### src/rtl/frame_seq_pkg.sv
package frame_seq_pkg;

  typedef enum logic {
    MODE_FOUR = 1'b0,
    MODE_FIVE = 1'b1
  } seq_mode_e;

  typedef struct packed {
    logic quarter;
    logic half;
  } tick_s;

  localparam int unsigned NSTEP = 5;

endpackage

### src/rtl/frame_seq_ctrl.sv
module frame_seq_ctrl
  import frame_seq_pkg::*;
(
  input  logic      clk,
  input  logic      rst,
  input  logic      wr_i,
  input  logic [1:0] bits_i,
  output seq_mode_e mode_o,
  output logic      inhibit_o,
  output logic      wr_five_o,
  output logic      wr_inhibit_o
);

  always_ff @(posedge clk) begin
    if (rst) begin
      mode_o    <= MODE_FOUR;
      inhibit_o <= 1'b0;
    end else if (wr_i) begin
      mode_o    <= seq_mode_e'(bits_i[1]);
      inhibit_o <= bits_i[0];
    end
  end

  assign wr_five_o    = wr_i && bits_i[1];
  assign wr_inhibit_o = wr_i && bits_i[0];

endmodule

### src/rtl/frame_seq_counter.sv
module frame_seq_counter
  import frame_seq_pkg::*;
#(
  parameter int unsigned STEP1 = 7457,
  parameter int unsigned STEP2 = 14913,
  parameter int unsigned STEP3 = 22371,
  parameter int unsigned STEP4 = 29829,
  parameter int unsigned STEP5 = 37281,
  parameter int unsigned CW    = 16
) (
  input  logic             clk,
  input  logic             rst,
  input  logic             cyc_en,
  input  logic             restart,
  input  logic             five_step,
  output logic [CW-1:0]    cnt_o,
  output logic [NSTEP-1:0] hit_o
);

  localparam logic [CW-1:0] STEP_AT [NSTEP] =
    '{CW'(STEP1), CW'(STEP2), CW'(STEP3), CW'(STEP4), CW'(STEP5)};

  logic wrap;

  for (genvar i = 0; i < NSTEP; i++) begin : g_hit
    if (i == NSTEP - 1) begin : g_last
      assign hit_o[i] = cyc_en && !restart && five_step && (cnt_o == STEP_AT[i]);
    end else begin : g_mid
      assign hit_o[i] = cyc_en && !restart && (cnt_o == STEP_AT[i]);
    end
  end

  assign wrap = five_step ? hit_o[NSTEP-1] : hit_o[NSTEP-2];

  always_ff @(posedge clk) begin
    if (rst || restart) begin
      cnt_o <= '0;
    end else if (cyc_en) begin
      cnt_o <= wrap ? '0 : cnt_o + 1'b1;
    end
  end

endmodule

### src/rtl/frame_seq_irq.sv
module frame_seq_irq (
  input  logic clk,
  input  logic rst,
  input  logic set_i,
  input  logic clr_i,
  output logic flag_o
);

  always_ff @(posedge clk) begin
    if (rst) begin
      flag_o <= 1'b0;
    end else if (set_i) begin
      flag_o <= 1'b1;
    end else if (clr_i) begin
      flag_o <= 1'b0;
    end
  end

endmodule

### src/rtl/frame_seq_top.sv
module frame_seq_top
  import frame_seq_pkg::*;
#(
  parameter int unsigned STEP1 = 7457,
  parameter int unsigned STEP2 = 14913,
  parameter int unsigned STEP3 = 22371,
  parameter int unsigned STEP4 = 29829,
  parameter int unsigned STEP5 = 37281
) (
  input  logic       clk,
  input  logic       rst,
  input  logic       cyc_en,
  input  logic       ctrl_wr,
  input  logic [1:0] ctrl_bits,
  input  logic       stat_rd,
  output logic       quarter_tick,
  output logic       half_tick,
  output logic       frame_flag,
  output logic       irq
);

  localparam int unsigned CW = $clog2(STEP5 + 1);

  seq_mode_e        mode;
  logic             five_step;
  logic             inhibit_q;
  logic             wr_five;
  logic             wr_inhibit;
  logic [CW-1:0]    cnt;
  logic [NSTEP-1:0] hit;
  logic             step4_full;
  logic             flag_set;
  logic             flag_clr;
  tick_s            tick_d;
  tick_s            tick_q;

  frame_seq_ctrl u_ctrl (
    .clk          (clk),
    .rst          (rst),
    .wr_i         (ctrl_wr),
    .bits_i       (ctrl_bits),
    .mode_o       (mode),
    .inhibit_o    (inhibit_q),
    .wr_five_o    (wr_five),
    .wr_inhibit_o (wr_inhibit)
  );

  assign five_step = (mode == MODE_FIVE);

  frame_seq_counter #(
    .STEP1 (STEP1),
    .STEP2 (STEP2),
    .STEP3 (STEP3),
    .STEP4 (STEP4),
    .STEP5 (STEP5),
    .CW    (CW)
  ) u_cnt (
    .clk       (clk),
    .rst       (rst),
    .cyc_en    (cyc_en),
    .restart   (ctrl_wr),
    .five_step (five_step),
    .cnt_o     (cnt),
    .hit_o     (hit)
  );

  assign step4_full = hit[3] && !five_step;

  always_comb begin
    tick_d.quarter = hit[0] || hit[1] || hit[2] || step4_full || hit[4] || wr_five;
    tick_d.half    = hit[1] || step4_full || hit[4] || wr_five;
  end

  always_ff @(posedge clk) begin
    if (rst) begin
      tick_q <= '0;
    end else begin
      tick_q <= tick_d;
    end
  end

  assign flag_set = step4_full && !inhibit_q;
  assign flag_clr = stat_rd || wr_inhibit;

  frame_seq_irq u_irq (
    .clk    (clk),
    .rst    (rst),
    .set_i  (flag_set),
    .clr_i  (flag_clr),
    .flag_o (frame_flag)
  );

  assign quarter_tick = tick_q.quarter;
  assign half_tick    = tick_q.half;
  assign irq          = frame_flag;

endmodule

### config.mk
export PLATFORM = sky130hd
export DESIGN_NAME = frame_seq_top
export DESIGN_NICKNAME = d
export VERILOG_FILES = /design/src/rtl/frame_seq_pkg.sv /design/src/rtl/frame_seq_ctrl.sv /design/src/rtl/frame_seq_counter.sv /design/src/rtl/frame_seq_irq.sv /design/src/rtl/frame_seq_top.sv
export SDC_FILE = /design/constraint.sdc
export NUM_CORES = 1
export LEC_CHECK = 0
export BUFFER_PORTS_ARGS = -buffer_cell sky130_fd_sc_hd__buf_2
export CORE_ASPECT_RATIO = 1.25
export CORE_MARGIN = 2
export CORE_UTILIZATION = 60
export DETAILED_ROUTE_END_ITERATION = 10
export PLACE_DENSITY = 0.84
export SLEW_MARGIN = 5
export SYNTH_ARGS = -nofsm -noshare
export SYNTH_HDL_FRONTEND = slang
export SYNTH_SLANG_ARGS = --single-unit
### constraint.sdc
create_clock -name clk -period 2.61 [get_ports clk]
set_input_delay 0 -clock clk [delete_from_list [all_inputs] [get_ports clk]]
set_output_delay 0 -clock clk [all_outputs]
set_load 0.005 [all_outputs]
==> results of run 1 <==
stage by stage:
step	util (%)	setup WS [ns]	hold WS (ns)	instances	total power [mW]
finish	67.70	0.8113	0.02837	159	0.5189
global route	67.70	0.6788	0.03817	159	0.5407
floorplan	-	0.9666	0.06907	128	0.3548
CTS	67.70	0.8112	0.03119	159	0.5212
global placement	63.70	0.9092	0.2412	150	0.3643
detailed placement	63.70	0.8346	0.2430	150	0.3651
layer usage:
metal / part of all wire, % / wire, µm / vias up / GRT usage [%]
met3: 4.2 / 103 / 7 / 3.630
li1: - / - / 490 / -
met5: 0 / 0 / - / 0
met2: 51 / 1248 / 32 / 42.40
met4: 2.1 / 50 / 0 / 10.10
met1: 42 / 1033 / 482 / 24.04
registers in the layout (all words and copies together), names as in the netlist:
name              flops
u_cnt.cnt_o          16
half_tick             1
quarter_tick          1
u_ctrl.inhibit_o      1
u_ctrl.mode_o         1
u_irq.flag_o          1
Yosys cell counts, types with 3 or more instances:
cell type,n
dfxtp_1,21
nor4_1,3
inv_1,4
xnor2_1,9
nor3_1,10
xor2_1,4
nand4_1,7
buf_2,3
nand2_1,8
nor2_1,6
a21oi_1,3
nor3_2,10
power groups by stage:
stage	clock, mW	sequential, mW	combinational (mW)
finish	0.156	0.328	0.0347
CTS	0.159	0.328	0.0347
floorplan	0	0.335	0.0201
global route	0.174	0.329	0.0379
global placement	0	0.335	0.0292
detailed placement	0	0.335	0.0299
final timing paths:
| path | startpoint | end | slack, ns |
|---|---|---|---|
| max | u_cnt.cnt_o[0]$_SDFFE_PP0P_ | u_cnt.cnt_o[13]$_SDFFE_PP0P_ | 0.81 |
| min | ctrl_wr | u_ctrl.inhibit_o$_SDFFE_PP0P_ | 0.03 |
| max reg2reg | u_cnt.cnt_o[0]$_SDFFE_PP0P_ | u_cnt.cnt_o[13]$_SDFFE_PP0P_ | 0.81 |
| min reg2reg | u_ctrl.inhibit_o$_SDFFE_PP0P_ | u_ctrl.inhibit_o$_SDFFE_PP0P_ | 0.48 |
cells by family after synthesis:
| kind of cell | count (synthesis) | synth area share [%] |
|---|---|---|
| AND/OR/NAND/NOR | 66 | 38.99 |
| flip-flops | 21 | 34.57 |
| AO/OA/AOI/OAI | 13 | 8.231 |
| XOR/XNOR | 13 | 9.362 |
| buffers and inverters | 12 | 5.965 |
| adder cells (fa/ha/maj) | 2 | 2.057 |
| multiplexers | 1 | 0.8231 |
cell type report:
type / instances / area, µm² / area share (%)
Clock buffer: 3 / 22.52 / 1.718
Clock inverter: 1 / 5.005 / 0.3817
Inverter: 4 / 15.01 / 1.145
Multi-Input combinational cell: 95 / 723.2 / 55.15
Sequential cell: 21 / 420.4 / 32.06
Tap cell: 20 / 25.02 / 1.908
Timing Repair Buffer: 15 / 100.1 / 7.634
worst reg2reg max path: cells and delay by family (launching register included):
kind	cells	cell delay, ns
and+or+nand+nor	3	0.74
DFF	1	0.40
AOI/OAI and AO/OA	1	0.34
adders and majority gates	1	0.20
repair_timing:
action,4_1_cts,5_1_grt
hold endpoints to repair,5,0
gates resized for setup,0,0
hold buffers,5,0
==> flow_summary.json, run 1 <==
{
  "cp.arrival_ns": 1.98,
  "cts_root_buf": "clkbuf_4",
  "critPathBufInv": 0,
  "cp_num_cells": 5,
  "yosysWarnings": 0,
  "synth_flop_cell": "dfxtp_1",
  "p_sw_uw": 120.6,
  "rsz0062_at_grt": "false",
  "syn-num-nets": 137,
  "holdPathStages": 3,
  "required_ns": 2.80,
  "synth.distinct_cells": 44,
  "synth_seq_cells": 21,
  "syn_inst": 128,
  "postPlaceCellArea_um2": 1234,
  "p_clk_share_pct": 30.1,
  "synth_seq_area_share_pct": 34.57,
  "drv_slew": 0,
  "area_delta_synth_final_pct": 7.819,
  "power_density_nw_per_um2": 395.7,
  "num-nets-final": 149,
  "diodes": 0,
  "rows": 18,
  "drive_above_1_share_pct": 25.90,
  "core_area_um2": 1937,
  "drt-vias-per-instance": 6.358,
  "drt-wirelength-per-cell_um": 15.31,
  "criticalPathCategory": "reg -> reg",
  "p_leak_nw": 0.4045,
  "syn_avg_cell_area_um2": 9.501,
  "hold_path.class": "in -> reg",
  "cts_setup_buffers": 0,
  "fillers": 159,
  "antenna_found_initial": 0,
  "crit_chain": "ha_1 > nand4_1 > nor4b_1 > a22o_4 > nor3_1",
  "most-common-layout-cells": "21 x dfxtp_1, 10 x nor3_1, 10 x nor3_2, 10 x buf_2, 9 x xnor2_1",
  "cts_tree": "yes",
  "fp.dieH_um": 54.34,
  "combPwrFrac_pct": 6.7,
  "setup_viol": 0,
  "drc": 0,
  "drtIter0Drc": 42,
  "setup_tns_ns": 0,
  "clk_path_buf_depth": 2,
  "overflow": 0,
  "synth_area_leaders": "dfxtp_1 35%, nor3_2 8.2%, xnor2_1 6.5%",
  "ff2ff_path_depth": 5,
  "tightest_slew_ns": 0.5667,
  "max_freq_mhz": 556.0,
  "finalClockSkew_ns": 0.01312,
  "mostFrequentLayoutCell": "dfxtp_1",
  "start_kind": "register",
  "synth_top_area_share_pct": 34.57,
  "maxCapViolations": 0,
  "clk_latency_ns": 0.31,
  "critPathMaxStageDelay_ns": 0.55,
  "clock_sinks": 21,
  "ios": 11,
  "die_area_um2": 2405,
  "clkTransAtPathRegs_ns": 0.10,
  "syn_area_um2": 1216,
  "slowest_stage": "nor4b_1",
  "synth_edf_count": 0,
  "seqPwrFrac_pct": 63.2,
  "first_global_vias": 953,
  "cpLargestDelayFamily": "simple AND/OR/NAND/NOR gates",
  "dr.pass1.iters": 4,
  "grt_usage_pct": 22.37,
  "relSlewSlack_pct": 61.69,
  "grt_first_pass_wirelength_mm": 3.967,
  "place_congestion": 0.8607,
  "final_area_um2": 1311,
  "cts_buffers": 3,
  "intPower_uw": 398.3,
  "path_max_fanout": 16,
  "switching_share_pct": 23.25,
  "ys_async_sr_fraction_pct": 0,
  "critPathCaptureType": "register",
  "hold_viol": 0,
  "routed_wirelength_mm": 2.435,
  "grt_max_degree": 17,
  "portBuffers": 10,
  "ir_drop_v": 0.0003271,
  "hpwl_mm": 1.761,
  "synth_area_leader_cell": "dfxtp_1",
  "start_util_pct": 62.79,
  "postRouteAntennaNets": 0,
  "period_minus_slack_ns": 1.799,
  "min_period_over_period_pct": 68.91,
  "dieWidth_um": 44.27,
  "vias": 1011,
  "outcome": "complete, no violations",
  "cts_htree_levels": 1
}
(Power assumes the default switching activity.)
==> run 2: changes to the inputs <==
CORE_UTILIZATION = 52   (was 60)
PLACE_DENSITY = 0.78   (was 0.84)
clock period = 1.6 ns   (was 2.61 ns; I/O delays follow)
==> run 2 against run 1 <==
  * Fmax is 9.6% higher
  * Clock power is 69% higher
  * Sequential cell count is the same
  * Wire length is 36% higher
  * Largest power group unchanged
  * First-iteration DRC count up 31%
  * Largest cell class unchanged
  * The run now ends with setup timing left
  * Worst hold slack worse by 0.0080 ns
  * Non-clock buffer count up 23
  * Cell area is 22% higher
  * Utilization grew 4.4 points
  * Cell count up 22%
  * Highest routed layer unchanged
  * Setup slack worse by 0.85 ns
  * Sequential power is 63% higher
==> flow_summary.json, run 2 (synthesis gave the netlist of run 1 again) <==
{
  "outcome": "complete, but fails checks",
  "violations": "setup timing",
  "hold_path.class": "in -> reg",
  "criticalPathCategory": "reg -> reg",
  "finalClockSkew_ns": 0.003794,
  "mostFrequentLayoutCell": "buf_4",
  "antenna_found_initial": 0,
  "fin_util_pct": 72.10,
  "clk_path_buf_depth": 2,
  "drtIter0Drc": 55,
  "min_period_over_period_pct": 102.6,
  "cts_root_buf": "clkbuf_4",
  "clkTransAtPathRegs_ns": 0.12,
  "clk_latency_ns": 0.31,
  "dr.pass1.iters": 4,
  "cp.arrival_ns": 1.84,
  "cpLargestDelayFamily": "simple AND/OR/NAND/NOR gates",
  "power_density_nw_per_um2": 540.9,
  "core_area_um2": 2211,
  "clock_sinks": 21,
  "vias": 1162,
  "crit_chain": "or3b_4 > nor4_4 > buf_4 > a22o_4 > nor3_2",
  "die_area_um2": 2744,
  "hold_viol": 0,
  "max_freq_mhz": 609.2,
  "critPathBufInv": 1,
  "ios": 11,
  "ir_drop_v": 0.0005477,
  "regMostFlops": "u_cnt.cnt_o",
  "postPlaceCellArea_um2": 1403,
  "required_ns": 1.80,
  "cts_tree": "yes",
  "grt_first_pass_wirelength_mm": 5.057,
  "seq_area_um2": 435.4,
  "drive_above_1_share_pct": 46.63,
  "drt-vias-per-instance": 5.990,
  "cts_htree_levels": 1,
  "p_leak_nw": 0.5666,
  "tightest_slew_ns": 0.4641,
  "num-nets-final": 173,
  "period_minus_slack_ns": 1.642,
  "hpwl_mm": 2.029,
  "start_util_pct": 55.01,
  "diodes": 0,
  "most-common-layout-cells": "23 x buf_4, 12 x nor3_2, 11 x dfxtp_1, 10 x buf_2",
  "rsz0062_at_grt": "true",
  "multi_input_area_um2": 804.5,
  "start_kind": "register",
  "critPathCaptureType": "register",
  "drt-wirelength-per-cell_um": 17.09,
  "setup_ws_ns": -0.04154,
  "drv_slew": 0,
  "slowest_stage": "or3b_4",
  "power_uw": 862.2,
  "grt_max_degree": 17,
  "setup_tns_ns": -0.4530,
  "fillers": 158,
  "largest_reg_flops": 16,
  "maxCapViolations": 0,
  "setup_viol": 16,
  "grt_usage_pct": 25.53,
  "postRouteAntennaNets": 0,
  "place_congestion": 0.8413,
  "dieWidth_um": 47.26,
  "routed_wirelength_mm": 3.316,
  "critPathMaxStageDelay_ns": 0.41,
  "cts_buffers": 3,
  "drc": 0,
  "portBuffers": 10,
  "fp.dieH_um": 58.07,
  "rows": 19,
  "first_global_vias": 1113,
  "area_delta_synth_final_pct": 31.07,
  "final_area_um2": 1594,
  "relSlewSlack_pct": 69.06,
  "path_max_fanout": 8,
  "overflow": 0
}
run 2: timing repair:
action,CTS,global route
buffers inserted,1,3
gates cloned,1,0
resized for setup,6,13
hold buffers,5,0
endpoints found under the hold margin,5,0
setup endpoints to repair,16,19
pin swaps,7,9
run 2: tightest hold or removal path: cells and delay by family:
family,cells,cell delay (ns)
simple gates,1,0.08
buf+inv,1,0.14
mux,1,0.08
run 2: final cells by class:
cell class                 instances  area share (%)
timing repair buffer              38           17.11
inverter                           4          0.9419
clock buffer                       3           1.413
multi-input combinational         96           50.47
tap                               31           2.433
clock inverter                     1          0.3140
sequential                        21           27.32
run 2: power by group:
part / leakage (nW) / internal (mW) / switching [mW] / total [mW]
Combinational: 0.374 / 0.0314 / 0.0345 / 0.0659
Clock: 0.0177 / 0.0937 / 0.169 / 0.263
Sequential: 0.175 / 0.528 / 0.00505 / 0.533
run 2: path summary, 6_finish.rpt:
kind | startpoint | endpoint | slack (ns) | depth (start not counted)
min | ctrl_wr | u_ctrl.mode_o$_SDFFE_PP0P_ | 0.02 | 3
min reg2reg | u_ctrl.inhibit_o$_SDFFE_PP0P_ | u_ctrl.inhibit_o$_SDFFE_PP0P_ | 0.53 | 2
max reg2reg | u_cnt.cnt_o[3]$_SDFFE_PP0P_ | u_cnt.cnt_o[11]$_SDFFE_PP0P_ | -0.04 | 5
max | u_cnt.cnt_o[3]$_SDFFE_PP0P_ | u_cnt.cnt_o[11]$_SDFFE_PP0P_ | -0.04 | 5
run 2: metal layers:
metal | part of all wire, % | vias up | wire, µm | track usage (%)
met2 | 52 | 49 | 1727 | 41.12
met3 | 5.2 | 9 | 173 | 5.607
met1 | 40 | 559 | 1330 | 29.52
met5 | 0 | - | 0 | 0
met4 | 2.5 | 0 | 84 | 15.08
li1 | - | 545 | - | -
run 2: through the flow:
step                worst slack (ns)  hold WS (ns)  cells
floorplan                   0.005470       0.06907    128
global placement             0.03645        0.2381    180
detailed placement          -0.02874        0.2448    180
CTS                         -0.03718       0.01249    191
global route                 -0.1281       0.03956    194
finish                      -0.04154       0.02036    194
==> run 3: changes to the inputs <==
MAX_ROUTING_LAYER = met4   (was unset)
==> run 3 against run 2 <==
  * The flow still finishes with violations (setup timing)
  * Non-clock buffer count down 1
  * Die area unchanged
  * Setup slack better by 0.013 ns
  * Clock skew up 0.0016 ns
  * Clock power about the same
  * Highest routed layer unchanged
  * Sequential share of layout area up 0.39 points
  * Count of clock-buffer cells in the layout unchanged
  * Largest power group unchanged
  * Cell count down 0.52%
  * Register-to-register slack about the same
  * Wire length down 5.4%
  * Combinational power down 3%
==> flow_summary.json, run 3 (synthesis gave the netlist of run 1 again) <==
{
  "rrSetupSlack_ns": -0.03,
  "grt_first_pass_wirelength_mm": 5.071,
  "p_leak_nw": 0.5650,
  "maxCapViolations": 0,
  "dr.pass1.iters": 4,
  "outcome": "complete, but fails checks",
  "rsz0062_at_grt": "true",
  "power_uw": 862.9,
  "mostFrequentLayoutCell": "buf_4",
  "ff2ff_path_depth": 5,
  "fp.dieH_um": 58.07,
  "grt_usage_pct": 26.24,
  "first_global_vias": 1113,
  "vias": 1133,
  "clk_path_buf_depth": 2,
  "portBuffers": 10,
  "cp.arrival_ns": 1.83,
  "clk_latency_ns": 0.32,
  "min_to": "u_ctrl.mode_o$_SDFFE_PP0P_",
  "drt-vias-per-instance": 5.870,
  "dieWidth_um": 47.26,
  "dp_worst_setup_slack_ns": -0.02874,
  "period_minus_slack_ns": 1.629,
  "holdPathStages": 3,
  "start_kind": "register",
  "tightest_slew_ns": 0.4409,
  "core_area_um2": 2211,
  "drt-wirelength-per-cell_um": 16.26,
  "ir_drop_v": 0.0005520,
  "rows": 19,
  "clkTransAtPathRegs_ns": 0.12,
  "path_max_fanout": 8,
  "hpwl_mm": 2.029,
  "cts_htree_levels": 1,
  "max_freq_mhz": 613.9,
  "setup_ws_ns": -0.02904,
  "most-common-layout-cells": "22 x buf_4, 11 x dfxtp_1, 10 x nor3_1, 10 x nor3_2, 10 x buf_2",
  "start_util_pct": 55.01,
  "num-nets-final": 172,
  "drv_slew": 0,
  "worstReg2RegStart": "u_cnt.cnt_o[8]$_SDFFE_PP0P_",
  "drc": 0,
  "power_density_nw_per_um2": 549.1,
  "cts_root_buf": "clkbuf_4",
  "hold_path.class": "in -> reg",
  "violations": "setup timing",
  "die_area_um2": 2744,
  "place_congestion": 0.8545,
  "required_ns": 1.80,
  "regMostFlops": "u_cnt.cnt_o",
  "ios": 11,
  "min_from": "ctrl_wr",
  "postRouteAntennaNets": 0,
  "reg2reg_to": "u_cnt.cnt_o[11]$_SDFFE_PP0P_",
  "hold_viol": 0,
  "grt_max_degree": 17,
  "clock_sinks": 21,
  "critPathCaptureType": "register",
  "setup_viol": 14,
  "finalClockSkew_ns": 0.005405,
  "relSlewSlack_pct": 70.61,
  "min_period_over_period_pct": 101.8,
  "routed_wirelength_mm": 3.138,
  "overflow": 0,
  "antenna_found_initial": 0,
  "cts_tree": "yes",
  "fin_util_pct": 71.08,
  "area_delta_synth_final_pct": 29.22,
  "drive_above_1_share_pct": 44.44,
  "criticalPathCategory": "reg -> reg",
  "critPathLaunch": "u_cnt.cnt_o[8]$_SDFFE_PP0P_",
  "largest_reg_flops": 16,
  "drtIter0Drc": 43,
  "cts_buffers": 3,
  "diodes": 0
}
## run 3: cell types whose count changed in the layout (fill, tap and decap cells not counted), sizes merged
cell | previous run | this run
buf | 33 | 32
## run 3: area by class of cell
| class | count | area (µm²) |
|---|---|---|
| Clock buffer | 3 | 22.52 |
| Fill cell | 162 | 639.4 |
| Timing Repair Buffer | 37 | 265.3 |
| Inverter | 4 | 15.01 |
| Multi-Input combinational cell | 96 | 789.5 |
| Sequential cell | 21 | 435.4 |
| Clock inverter | 1 | 5.005 |
| Tap cell | 31 | 38.79 |
## run 3: worst max path at each step
stage	to	slack, ns	depth (start not counted)
2_1_floorplan	u_cnt.cnt_o[10]$_SDFFE_PP0P_	0.005	5
3_3_place_gp	u_cnt.cnt_o[13]$_SDFFE_PP0P_	0.04	4
3_5_place_dp	u_cnt.cnt_o[13]$_SDFFE_PP0P_	-0.03	6
4_1_cts	half_tick$_SDFF_PP0_	-0.04	5
5_1_grt	u_cnt.cnt_o[10]$_SDFFE_PP0P_	-0.1	5
6_report	u_cnt.cnt_o[11]$_SDFFE_PP0P_	-0.03	5
## run 3: layer usage
| layer | global-route usage [%] | share of wire, % |
|---|---|---|
| met1 | 29.52 | 42 |
| met2 | 41.12 | 52 |
| met3 | 5.607 | 3.3 |
| met4 | 15.08 | 3.2 |
| met5 | - | 0 |
## run 3: power by group
part	switching (mW)	leakage, nW	total (mW)	internal [mW]
clock network	0.172	0.0177	0.265	0.0938
registers	0.00503	0.175	0.533	0.528
logic	0.0327	0.372	0.0640	0.0313
total	0.209	0.565	0.863	0.654
## run 3: per-stage QoR
| stage | instance area, µm² | TNS, ns | hold WS, ns | instances |
|---|---|---|---|---|
| floorplan | 1229 | 0 | 0.06907 | 128 |
| global placement | 1403 | 0 | 0.2381 | 180 |
| detailed placement | 1403 | -0.2251 | 0.2448 | 180 |
| CTS | 1513 | -0.07348 | 0.01249 | 191 |
| global route | 1572 | -1.301 | 0.02201 | 193 |
| finish | 1572 | -0.2505 | 0.01329 | 193 |
## run 3: critical path: stages, from the launching register on
cell,delay (ns)
dfxtp_2,0.38
or3b_4,0.41
nor4_4,0.28
buf_4,0.18
a22o_4,0.21
nor3_2,0.06
## run 3: timing repair
item | 4_1_cts | 5_1_grt
hold endpoints to repair | 5 | 0
setup buffers | 1 | 2
gates resized for setup | 6 | 10
hold buffers | 5 | 0
gates cloned | 1 | 0
pin swaps | 7 | 10
endpoints found under the setup margin | 16 | 19
